===== src/rtl/arb_pkg.sv =====
package arb_pkg;

  // Kind of change a decision makes to bus ownership
  typedef enum logic [1:0] {
    EV_HOLD    = 2'd0,
    EV_KEEP    = 2'd1,
    EV_NEW     = 2'd2,
    EV_RELEASE = 2'd3
  } arb_event_e;

  localparam int HOST_SLOT = 0;

endpackage


===== src/rtl/arb_order_list.sv =====
module arb_order_list #(
  parameter int N  = 5,
  parameter int IW = 3
) (
  input  logic          clk,
  input  logic          rst_n,
  input  logic          rr_move,
  input  logic [IW-1:0] win_idx,
  output logic [N*IW-1:0] order_flat
);

  logic [N*IW-1:0] order_q;
  logic [N*IW-1:0] order_d;

  function automatic logic [IW-1:0] slot_of(input logic [N*IW-1:0] ord, input int pos);
    return ord[pos*IW +: IW];
  endfunction

  // Take the winner out, close the gap, put the winner last
  function automatic logic [N*IW-1:0] demote(input logic [N*IW-1:0] ord,
                                              input logic [IW-1:0] who);
    logic [N*IW-1:0] res;
    logic            passed;
    res    = ord;
    passed = 1'b0;
    for (int i = 0; i < N - 1; i++) begin
      if (slot_of(ord, i) == who) passed = 1'b1;
      if (passed) res[i*IW +: IW] = slot_of(ord, i + 1);
    end
    res[(N-1)*IW +: IW] = who;
    return res;
  endfunction

  function automatic logic [N*IW-1:0] natural_order();
    logic [N*IW-1:0] res;
    for (int i = 0; i < N; i++) res[i*IW +: IW] = IW'(i);
    return res;
  endfunction

  assign order_d = rr_move ? demote(order_q, win_idx) : order_q;

  always_ff @(posedge clk) begin
    if (!rst_n) order_q <= natural_order();
    else        order_q <= order_d;
  end

  assign order_flat = order_q;

endmodule


===== src/rtl/arb_select.sv =====
module arb_select #(
  parameter int N  = 5,
  parameter int IW = 3
) (
  input  logic [N-1:0]    req,
  input  logic [N*IW-1:0] order_flat,
  input  logic            rr_mode,
  output logic            found,
  output logic [IW-1:0]   win_idx
);

  logic [N*IW-1:0] active_order;

  function automatic logic req_at(input logic [N-1:0] r, input logic [IW-1:0] idx);
    logic hit;
    hit = 1'b0;
    for (int k = 0; k < N; k++) if (idx == IW'(k)) hit = r[k];
    return hit;
  endfunction

  generate
    for (genvar g = 0; g < N; g++) begin : g_slot
      assign active_order[g*IW +: IW] = rr_mode ? order_flat[g*IW +: IW] : IW'(g);
    end
  endgenerate

  always_comb begin
    found   = 1'b0;
    win_idx = '0;
    for (int i = 0; i < N; i++) begin
      if (!found && req_at(req, active_order[i*IW +: IW])) begin
        found   = 1'b1;
        win_idx = active_order[i*IW +: IW];
      end
    end
  end

endmodule


===== src/rtl/arb_owner.sv =====
module arb_owner
  import arb_pkg::*;
#(
  parameter int N  = 5,
  parameter int IW = 3
) (
  input  logic          clk,
  input  logic          rst_n,
  input  logic [N-1:0]  req,
  input  logic          bus_idle,
  input  logic          rr_mode,
  input  logic          found,
  input  logic [IW-1:0] win_idx,
  output logic [N-1:0]  gnt,
  output logic          decide,
  output logic          rr_move,
  output arb_event_e    ev
);

  logic [N-1:0] gnt_q;
  logic [N-1:0] gnt_d;
  logic [N-1:0] win_vec;
  logic         owner_live;
  logic         same_owner;

  function automatic logic [N-1:0] one_hot(input logic [IW-1:0] idx);
    logic [N-1:0] v;
    v = '0;
    for (int k = 0; k < N; k++) if (idx == IW'(k)) v[k] = 1'b1;
    return v;
  endfunction

  assign owner_live = |(gnt_q & req);
  assign decide     = bus_idle || !owner_live;
  assign win_vec    = found ? one_hot(win_idx) : '0;
  assign same_owner = |(win_vec & gnt_q);

  always_comb begin
    if (!decide)      ev = EV_HOLD;
    else if (!found)  ev = EV_RELEASE;
    else if (same_owner) ev = EV_KEEP;
    else              ev = EV_NEW;
  end

  assign rr_move = rr_mode && (ev == EV_NEW);
  assign gnt_d   = decide ? win_vec : gnt_q;

  always_ff @(posedge clk) begin
    if (!rst_n) gnt_q <= '0;
    else        gnt_q <= gnt_d;
  end

  assign gnt = gnt_q;

endmodule


===== src/rtl/prio_bus_arbiter.sv =====
module prio_bus_arbiter
  import arb_pkg::*;
#(
  parameter int NUM_EXT = 4
) (
  input  logic               clk,
  input  logic               rst_n,
  input  logic               rr_mode,
  input  logic               bus_idle,
  input  logic               host_req,
  input  logic [NUM_EXT-1:0] ext_req,
  output logic               host_gnt,
  output logic [NUM_EXT-1:0] ext_gnt
);

  localparam int N  = NUM_EXT + 1;
  localparam int IW = (N > 1) ? $clog2(N) : 1;

  logic [N-1:0]    req_all;
  logic [N-1:0]    gnt_all;
  logic [N*IW-1:0] order_flat;
  logic            found;
  logic [IW-1:0]   win_idx;
  logic            decide;
  logic            rr_move;
  arb_event_e      ev;

  assign req_all = {ext_req, host_req};

  arb_order_list #(.N(N), .IW(IW)) u_order (
    .clk        (clk),
    .rst_n      (rst_n),
    .rr_move    (rr_move),
    .win_idx    (win_idx),
    .order_flat (order_flat)
  );

  arb_select #(.N(N), .IW(IW)) u_select (
    .req        (req_all),
    .order_flat (order_flat),
    .rr_mode    (rr_mode),
    .found      (found),
    .win_idx    (win_idx)
  );

  arb_owner #(.N(N), .IW(IW)) u_owner (
    .clk      (clk),
    .rst_n    (rst_n),
    .req      (req_all),
    .bus_idle (bus_idle),
    .rr_mode  (rr_mode),
    .found    (found),
    .win_idx  (win_idx),
    .gnt      (gnt_all),
    .decide   (decide),
    .rr_move  (rr_move),
    .ev       (ev)
  );

  assign host_gnt = gnt_all[HOST_SLOT];
  assign ext_gnt  = gnt_all[N-1:1];

endmodule


===== config.mk =====
export PLATFORM = sky130hd
export DESIGN_NAME = prio_bus_arbiter
export DESIGN_NICKNAME = d
export VERILOG_FILES = /design/src/rtl/arb_pkg.sv /design/src/rtl/arb_order_list.sv /design/src/rtl/arb_select.sv /design/src/rtl/arb_owner.sv /design/src/rtl/prio_bus_arbiter.sv
export SDC_FILE = /design/constraint.sdc
export NUM_CORES = 1
export LEC_CHECK = 0
export BUFFER_PORTS_ARGS = -buffer_cell sky130_fd_sc_hd__buf_2
export CORE_ASPECT_RATIO = 0.7
export CORE_MARGIN = 2
export CORE_UTILIZATION = 40
export CTS_BUF_LIST = sky130_fd_sc_hd__clkbuf_8
export DETAILED_ROUTE_END_ITERATION = 16
export SETUP_SLACK_MARGIN = 0.02
export SYNTH_ARGS = -nofsm -noshare
export SYNTH_HDL_FRONTEND = slang
export SYNTH_HIERARCHICAL = 1
export SYNTH_SLANG_ARGS = --single-unit

===== constraint.sdc =====
create_clock -name clk -period 5.35 [get_ports clk]
set_clock_uncertainty 0.1 [all_clocks]
set_input_delay 1.07 -clock clk [delete_from_list [all_inputs] [get_ports clk]]
set_output_delay 1.07 -clock clk [all_outputs]
set_load 0.1 [all_outputs]

==> summary.txt <==
Run status = complete, no violations
Final #Nets = 243
Transition time of the tightest slew-check pin = 0.8330 ns
Post-CTS repair timing setup buffer count = 0
Global-route total usage across every layer = 19.58%
Routed length per placed instance = 17.28 um
Setup CP Type = primary input to register
Core Box Area = 4404 um2
Final count of hold timing violations = 0
CTS Sinks = 20
Detailed Routing Iterations Pass 1 = 4
Min-delay worst type = register to register
Cts repair resizes = 0
Detailed-route DRC error count = 0
Warnings from Yosys = 6
Post-Synthesis Net Count = 232
Number of antenna-violating nets in the routed design = 0
Via count of the first global-routing pass = 1468
Via count = 1750
Post-detail-place hpwl = 3.613 mm
Master cell of the clock root buffer = clkbuf_8
Starting density of the core = 42.10%
Ratio of cells with drive above 1 in the final layout = 16.74%
Clock tree from TritonCTS = built
Filler Cell Count = 447
Horiz. Die Dim = 85.38 um
Leakage power = 0.7523 nW
Wire length of the first global-routing pass = 7.879 mm
Required time of the critical path = 5.44 ns
Vert. Die Dim = 60.97 um
Final slew viol count = 0
Worst r2r path cells = 14
Power per standard cell area = 545.0 nW/um2
Worst path arrival time = 4.80 ns
Clock slew at reported path FFs = 0.08 ns
Number of H-tree levels = 1
Share of the cycle needed by the critical path after routing = 88.02%
Final total negative setup slack = 0 ns
Critical path launch point = rr_mode
Mean post-synth cell area = 8.315 um2
Max-cap violation count = 0
Overflow left after global routing = 0
Aggregate routed wire length = 4.978 mm
Endpoint of the most critical setup path = u_order/order_flat[10]
Cts bufs inserted = 3
Pin count of the biggest net entering global routing = 33
Time the worst path needs with I/O delays and setup = 4.709 ns
RSZ-0062 raised after global routing = false
Hold path startpoint = u_order/order_flat[14]
Number of antenna violations at the first check in global routing = 0
ANT cells = 0
Iteration-0 DRC Markers = 158
Number of placement rows = 20
Synthesized netlist cell count = 223
Worst IR Drop VDD = 0.2469 mV
Beginning of the worst register-to-register path = u_order/order_flat[4]
Endpoint of the lowest-slack register-to-register path = u_order/order_flat[10]
Worst Hold Margin = 0.4546 ns
Combined area of all synthesized cells = 1854 um2
Slew Limit Headroom = 44.04%
Final Wtd Congestion = 0.9032
Critical Path End Type = register
Quantity of hold-fixing buffers added after cts = 0
Die footprint = 5205 um2
Max Fclk = 212.4 MHz
Type of origin of the critical path = primary input
Input/output buffers = 13
Critical path fanouts, max = 27
Final setup violating endpoints = 0
Worst-Skew Late Latency = 0.26 ns
Post-DR vias/cell = 6.076
Post-synthesis to final-layout area growth = 9.582%
I/O pins = 14
Buffers from clock root to sink, at most = 2
Flop-to-flop setup slack = 1.16 ns
## worst max-delay path, stage by stage
cell and delay [ns]:
buf_2 0.37, o22ai_1 0.19, nor3_1 0.66, or2_0 0.22
o221ai_1 0.16, a22oi_1 0.51, and4bb_2 0.33, and2_1 0.17
nor4_2 0.24, buf_4 0.22, nand4_4 0.18, nand3_4 0.15
a41o_4 0.14, mux2i_1 0.18
## registers in the layout, summed over array words and instances (netlist names)
register and cells:
u_owner/gnt 5, u_order/order_flat 15
## routing by layer
layer / part of all wire, % / GRT usage, % / wire length, um / vias to the layer above
li1: - / - / - / 868
met1: 55 / 31.86 / 2762 / 835
met2: 39 / 27.23 / 1936 / 45
met3: 5.2 / 2.449 / 259 / 2
met4: 0.38 / 3.401 / 19 / 0
met5: 0 / 0 / 0 / -
## worst min-delay path by stage
stage	endpoint	cells past startpoint
final	u_order/order_flat[11]	2
after global routing	u_order/order_flat[11]	2
after CTS	u_order/order_flat[11]	2
after detailed placement	u_order/order_flat[11]	2
after global placement	u_order/order_flat[11]	2
after floorplan	u_order/order_flat[11]	2
## metrics by stage
step                      cells  utilization [%]  total power, mW  worst slack, ns  instance area (um2)
final                       288            46.14            1.107           0.6409                 2032
after global routing        288            46.14            1.185           0.2784                 2032
after CTS                   288            46.14            1.105           0.7129                 2032
after detailed placement    284            44.52           0.9434           0.4729                 1961
after global placement      284            44.52           0.9432           0.4256                 1961
after floorplan             223                -           0.8217           0.7546                 1854
## layout make-up
cell class                 count  area [um2]  share of cell area (%)
clock buffer                   3       41.29                   2.032
clock inverter                 1       30.03                   1.478
inverter                       6       22.52                   1.108
multi-input combinational    185        1366                   67.24
sequential                    20       400.4                   19.70
tap                           55       68.82                   3.387
timing repair buffer          18       102.6                   5.049
## placed cells by master, fill, tap and decap left out, types with 5 or more instances in the layout
cell type,n
inv_1,6
buf_2,13
nand3_1,7
o22ai_1,7
nor2b_1,12
nor2_1,13
mux2i_1,14
xnor2_1,11
o21ai_0,5
nand2_1,25
a21oi_1,7
dfxtp_1,20
nand3b_1,7
buf_4,5
## power breakdown
part / internal [mW] / switching [mW]
clock network: 0.0999 / 0.0546
registers: 0.195 / 0.0858
logic: 0.275 / 0.398
Power figures use the tool's default switching activity.
